File: config.mk
export PLATFORM = sky130hd
export DESIGN_NAME = page_perm_eval
export DESIGN_NICKNAME = d
export VERILOG_FILES = /design/src/rtl/page_perm_eval.sv
export SDC_FILE = /design/constraint.sdc
export NUM_CORES = 1
export LEC_CHECK = 0
export BUFFER_PORTS_ARGS = -buffer_cell sky130_fd_sc_hd__buf_2
export CAP_MARGIN = 20
export CORE_MARGIN = 1.5
export CORE_UTILIZATION = 43
export CTS_CLUSTER_DIAMETER = 150
export DETAILED_ROUTE_END_ITERATION = 6
export HOLD_SLACK_MARGIN = 0.02
export MAX_ROUTING_LAYER = met4
export PLACE_DENSITY = 0.93
export RECOVER_POWER = 100
export SYNTH_ARGS = -nofsm -noshare
export SYNTH_HDL_FRONTEND = slang
export SYNTH_SLANG_ARGS = --single-unit
File: constraint.sdc
create_clock -name clk -period 4.1 [get_ports clk]
set_clock_uncertainty 0.1 [all_clocks]
set_input_delay 1.025 -clock clk [delete_from_list [all_inputs] [get_ports clk]]
set_output_delay 1.025 -clock clk [all_outputs]
set_load 0.05 [all_outputs]
File: src/rtl/page_perm_eval.sv
module page_perm_eval #(
  parameter int KEY_BITS = 4
) (
  input  logic                              clk,
  input  logic                              rst_n,
  input  logic                              pg_user,
  input  logic                              pg_rw,
  input  logic                              pg_nx,
  input  logic [KEY_BITS-1:0]               pg_key,
  input  logic [1:0]                        acc_type,
  input  logic                              user_mode,
  input  logic                              wp_en,
  input  logic                              smap_en,
  input  logic                              smep_en,
  input  logic                              ukey_en,
  input  logic                              skey_en,
  input  logic [2*(1<<KEY_BITS)-1:0]        ukey_rights,
  input  logic [2*(1<<KEY_BITS)-1:0]        skey_rights,
  output logic [2:0]                        perm,
  output logic                              allowed,
  output logic                              pkey_fault
);
  localparam int NKEYS    = 1 << KEY_BITS;
  localparam int RIGHTS_W = 2 * NKEYS;

  logic [RIGHTS_W-1:0] rights;
  logic [KEY_BITS:0]   ad_idx;
  logic                key_on, key_ad, key_wd, strict_w;
  logic                user_fault, base_r, base_w, base_x;
  logic [2:0]          key_mask, perm_n;
  logic                acc_ok, perm_bit, key_bit;

  assign rights = pg_user ? (ukey_en ? ukey_rights : '0)
                          : (skey_en ? skey_rights : '0);
  assign key_on = |rights;
  assign ad_idx = {pg_key, 1'b0};
  assign key_ad = rights[ad_idx];
  assign key_wd = rights[ad_idx + 1'b1];

  assign strict_w   = user_mode | wp_en;
  assign user_fault = user_mode & ~pg_user;

  assign base_r = ~(smap_en & ~user_mode & pg_user);
  assign base_w = base_r & (pg_rw | ~strict_w);
  assign base_x = ~pg_nx & (user_mode | ~(smep_en & pg_user));

  always_comb begin
    key_mask = 3'b111;
    if (key_on) begin
      if (key_ad)                   key_mask[1:0] = 2'b00;
      else if (key_wd && strict_w)  key_mask[1]   = 1'b0;
    end
  end

  assign perm_n = user_fault ? 3'b000 : ({base_x, base_w, base_r} & key_mask);

  always_comb begin
    acc_ok = 1'b1;
    case (acc_type)
      2'd0:    begin perm_bit = perm_n[0]; key_bit = key_mask[0]; end
      2'd1:    begin perm_bit = perm_n[1]; key_bit = key_mask[1]; end
      2'd2:    begin perm_bit = perm_n[2]; key_bit = key_mask[2]; end
      default: begin perm_bit = 1'b0; key_bit = 1'b1; acc_ok = 1'b0; end
    endcase
  end

  always_ff @(posedge clk) begin
    if (!rst_n) begin
      perm       <= 3'b000;
      allowed    <= 1'b0;
      pkey_fault <= 1'b0;
    end else begin
      perm       <= perm_n;
      allowed    <= acc_ok & perm_bit;
      pkey_fault <= acc_ok & ~user_fault & ~key_bit;
    end
  end

  assert_user_to_sup_R1: assert property (@(posedge clk) disable iff (!rst_n)
    (user_mode && !pg_user) |=> (perm == 3'b000 && !allowed && !pkey_fault));

  assert_write_needs_read_R3: assert property (@(posedge clk) disable iff (!rst_n)
    perm[1] |-> perm[0]);

  assert_nx_blocks_exec_R4: assert property (@(posedge clk) disable iff (!rst_n)
    pg_nx |=> !perm[2]);

  assert_key_fault_denies_R7: assert property (@(posedge clk) disable iff (!rst_n)
    pkey_fault |-> !allowed);

  assert_no_rights_no_fault_R9: assert property (@(posedge clk) disable iff (!rst_n)
    (!ukey_en && !skey_en) |=> !pkey_fault);

  assert_reserved_type_R10: assert property (@(posedge clk) disable iff (!rst_n)
    (acc_type == 2'd3) |=> (!allowed && !pkey_fault));

  assert_fetch_no_key_fault_R6: assert property (@(posedge clk) disable iff (!rst_n)
    (acc_type == 2'd2) |=> !pkey_fault);
endmodule

Yosys cells after proc, flatten, opt, wreduce, memory -nomap -nowiden --
Index checks and enable logic that the tools add are counted.
Storage, ports and cells: bits in registers 5, input bits 81, output and inout port bits 5, logic and storage cells 48
Cells by class: $add $sub $neg 1, magnitude comparators 2, eq/ne operators 2, muxes and demuxes 15, bitwise operators 21, reduce and logical (&&, ||, !) cells 4
Operators by type and width (number):
- $mux W32 | 3
- $reduce_or A32 Y1 | 1
- $lt A5 B6 Y1 const B | 2
- $and A1 B1 Y1 | 9
- $not A1 Y1 | 8
- $mux W1 | 6
- $add A5 B1 Y5 const B | 1
- $bmux W1 S5 | 1
- $bmux W1 S4 | 1
- $and A3 B3 Y3 | 1
- $mux W3 | 1
- $or A1 B1 Y1 | 3
- $pmux W1 S3 | 1
- $reduce_or A3 Y1 | 1
- $eq A2 B1 Y1 const B | 1
- $eq A2 B2 Y1 const B | 1
- $logic_not A2 Y1 | 1
- $mux W2 | 1
- $pmux W1 S2 | 1
- $logic_and A1 B1 Y1 | 1

Depth between registers and ports, before layout --
word-level depth 12, depth in mapped cells 9, mapped depth without buffers 7

Least setup slack after synthesis --
No wires, ideal clock.
kind input to register, from in pg_key[1], to reg pkey_fault, setup time 0.074 ns, arrival time 2.499 ns, slack 1.427 ns, cell stages on the path 9, path through buf_4 > nand2b_1 > buf_2 > nor3_1 > or4_1 > o221ai_1 > nand4_1 > o21a_1 > nor3_2
On the way: word-level cells in the longest chain between the ends 10, elaborated cells on any way between the ends 13
RTL lines:
- from (decl) | RTL line 9 | input logic [KEY_BITS-1:0] pg_key,
- $add A5 B1 Y5 | RTL line 38 | assign key_wd = rights[ad_idx + 1'b1];
- $bmux W1 S5 | RTL line 38
- $mux W1 (not written as such) | RTL line 38
- $logic_and A1 B1 Y1 | RTL line 51 | else if (key_wd && strict_w) key_mask[1] = 1'b0;
- $mux W1 | RTL line 51
- $mux W1 | RTL line 50 | if (key_ad) key_mask[1:0] = 2'b00;
- $mux W2 * | RTL line 49 | if (key_on) begin
- $pmux W1 S2 * | RTL line 59 | case (acc_type)
- $not A1 Y1 * | RTL line 75 | pkey_fault <= acc_ok & ~user_fault & ~key_bit;
- $and A1 B1 Y1 * | RTL line 75
- to (signal assigned) | RTL line 75
- to (decl) | RTL line 21 | output logic pkey_fault
Mark *: on every way between the ends. The rest lies on a longest branch, timed or not. The select of a mux whose other input is x is not followed. A chain may end at the register's enable or synchronous reset.

Final worst setup path --
from in pg_user, to reg pkey_fault
On the way: word-level cells in the longest chain between the ends 10, elaborated cells on any way between the ends 18
RTL lines:
- from (decl) | RTL line 6 | input logic pg_user,
- $mux W32 | RTL line 33 | assign rights = pg_user ? (ukey_en ? ukey_rights : '0)
- $bmux W1 S5 | RTL line 38
- $mux W1 (not written as such) | RTL line 38
- $logic_and A1 B1 Y1 | RTL line 51
- $mux W1 | RTL line 51
- $mux W1 | RTL line 50
- $mux W2 | RTL line 49
- $pmux W1 S2 | RTL line 59
- $not A1 Y1 | RTL line 75
- $and A1 B1 Y1 * | RTL line 75
Marks and branches as above.

==> metrics.txt <==
status=finished, final reports clean; Overall Global Routing Usage=0.302; Final Core Density=0.597; Syn Area/Cell=~7.6 um^2; I/O Pins=86; post-route setup slack=about 0.52 ns; Hold Path Class=input port to flop; vias in the first global route=1453; Post-synth EDFFs=0; # diodes=0; relative slew slack=0.346; Slew @ Worst Pin=about 0.98 ns; Comb pwr share=0.574; Final Wtd Congestion=0.975; ys flop type=dfxtp_1; sequential-to-total area share from yosys stat=0.0893; Mapped Nets=about 230; hold depth=2; clock power share=0.220; final hold vios=0; Non-Filler Instances=254; Final Net Count=roughly 310; Cell Int Power=approximately 0.00015 W; hold_buf cts=0; number of DRC markers in iteration 0=79; Post-DP HPWL=3420 um; root buffer cell=clkbuf_4; Critical Path AT=3.63 ns; post-CTS setup buffer count=0; placed cell count=250; Initial Util=0.453; leading cell types in the layout, fill and taps excluded=buf_2, nor4_1, a211oi_1; cell-by-cell trace of the critical path=clkbuf_1 > and2_1 > a211oi_1 > or4_1 > o221ai_1 > nand4_1 > o21a_1 > nor3_1; first-pass GRT wire length=6310 um; Max Clk Rate=280 MHz; I/O Buffers=between 80 and 90; drt first pass iters=4; clock tree buffer depth=2; final setup TNS=0 ns; clk slew on worst S/H paths=approximately 0.04 ns; total gr overflow=0; Die H=54.1 um; layout cell share with drive strength beyond 1=0.402; CP Max Fanout=27; final setup fails=0; die area=about 2900 um^2; post-layout min period=~3.6 ns; cts bufs inserted=3; RSZ-0062 raised after global routing=no; met2 WL=between 1500 and 2000 um; core area=2480 um^2; IR Drop Worst-Case VDD=0.000104 V; power density over cell area=174 nW/um^2; Synth Cell Area=roughly 1100 um^2; Crit-path slowest cell=and2_1; Place WS=0.598 ns; CP Capture Type=flop; Yosys top cell by area=dfxtp_1; CTS tree=built; FF+latch count, synth=5; Sw Share=0.411; Post-synth ARST share=0; critical path launch point=pg_user; hold endpoint=perm[2]; CP max stage delay=0.82 ns; count of warnings emitted by yosys=0; antenna-violating nets left=0; Clock Sink Count=5; routed vias=1656; DR vias/cell=about 6.5; WL final=approximately 4200 um; FP Rows=18; Min-Delay Startpoint=pg_nx; Routed met3 length=641 um; max-slew violation count=0; P_sw=0.000106 W; Mapped Cells=147; WP data required=4.15 ns; max_cap viols=0; Area Overhead vs Synth=31.9%; M1 WL=1590 um; topmost layer with routed signal wires=met4; Sequential Power Share=0.206; WL/cell=approximately 17 um; area share of the largest cell type after synthesis=0.0893; post-synthesis cell type count=53; element type at the critical path start=input port; top cells by area, synth=dfxtp_1, nor4_1, a211oi_1; LEAKAGE=0.643 nW; drt drc=0; DIE WIDTH=around 54 um; CTS resizes=0; largest net degree at the start of global routing=32; commonest non-fill, non-tap cell in the layout=buf_2; htree depth=1; Tcrit/Tclk final=0.872; CP Class=input port to flop; initial antenna violation count=0
cell type report:
type	instances	area (um^2)
clock buffers	4	26.3
fillers	268	998
inverters	5	18.8
multi-input cells	125	878
flip-flops and latches	5	100
well taps	30	37.5
repair buffers	85	418
how the worst max path moves through the flow:
stage	end	slack [ns]	cells past startpoint
after floorplan	pkey_fault	1.43	9
after global placement	pkey_fault	0.70	8
after detailed placement	pkey_fault	0.60	8
after CTS	pkey_fault	0.81	8
after global routing	pkey_fault	0.31	8
final	pkey_fault	0.52	8
logic make-up after synthesis:
group	synth area share
buf+inv	0.118
mux	0.0402
compound gates	0.425
simple gates	0.327
flops	0.0893
metrics by stage:
stage          area, um^2  power (W)  hold WS (ns)
3_3_place_gp         1470   0.000198          1.11
6_report             1480   0.000258         0.867
2_1_floorplan        1120   0.000140         0.994
5_1_grt              1480   0.000271         0.880
4_1_cts              1500   0.000256         0.871
3_5_place_dp         1470   0.000200          1.11
power by group through the flow:
stage | sequential (W) | combinational [W] | clock, W
floorplan | 0.0000653 | 0.0000749 | 0
global placement | 0.0000535 | 0.000144 | 0
detailed placement | 0.0000538 | 0.000146 | 0
CTS | 0.0000530 | 0.000147 | 0.0000560
global route | 0.0000532 | 0.000160 | 0.0000585
finish | 0.0000530 | 0.000148 | 0.0000568
synth_stat cells (all sizes together) (2+ instances only):
library cell	count
nor4	16
a211oi	14
a221oi	11
nand2	11
buf	10
o21ai	7
a21oi	6
dfxtp	5
inv	5
nor2	5
a22o	4
nor3	4
a221o	3
and3	3
nand3	3
nand4	3
and3b	2
clkbuf	2
mux2	2
nand2b	2
nor3b	2
o21a	2
o221ai	2
o31ai	2
or3	2
or4	2
sequential cells by signal, summed over array words and instances (netlist names):
signal / flops
perm: 3
pkey_fault: 1
allowed: 1
routing by layer:
layer,vias to the layer above,GRT usage
li1,774,-
met2,137,0.498
met4,0,0.0792
met1,733,0.369
met5,-,-
met3,12,0.0694
critical path: cells and delay by family:
kind	cells	cell delay, ns
AOI/OAI and AO/OA	3	0.61
buffers and inverters	1	0.34
and+or+nand+nor	4	1.66
Note: power is estimated with default switching activity, not from simulation.
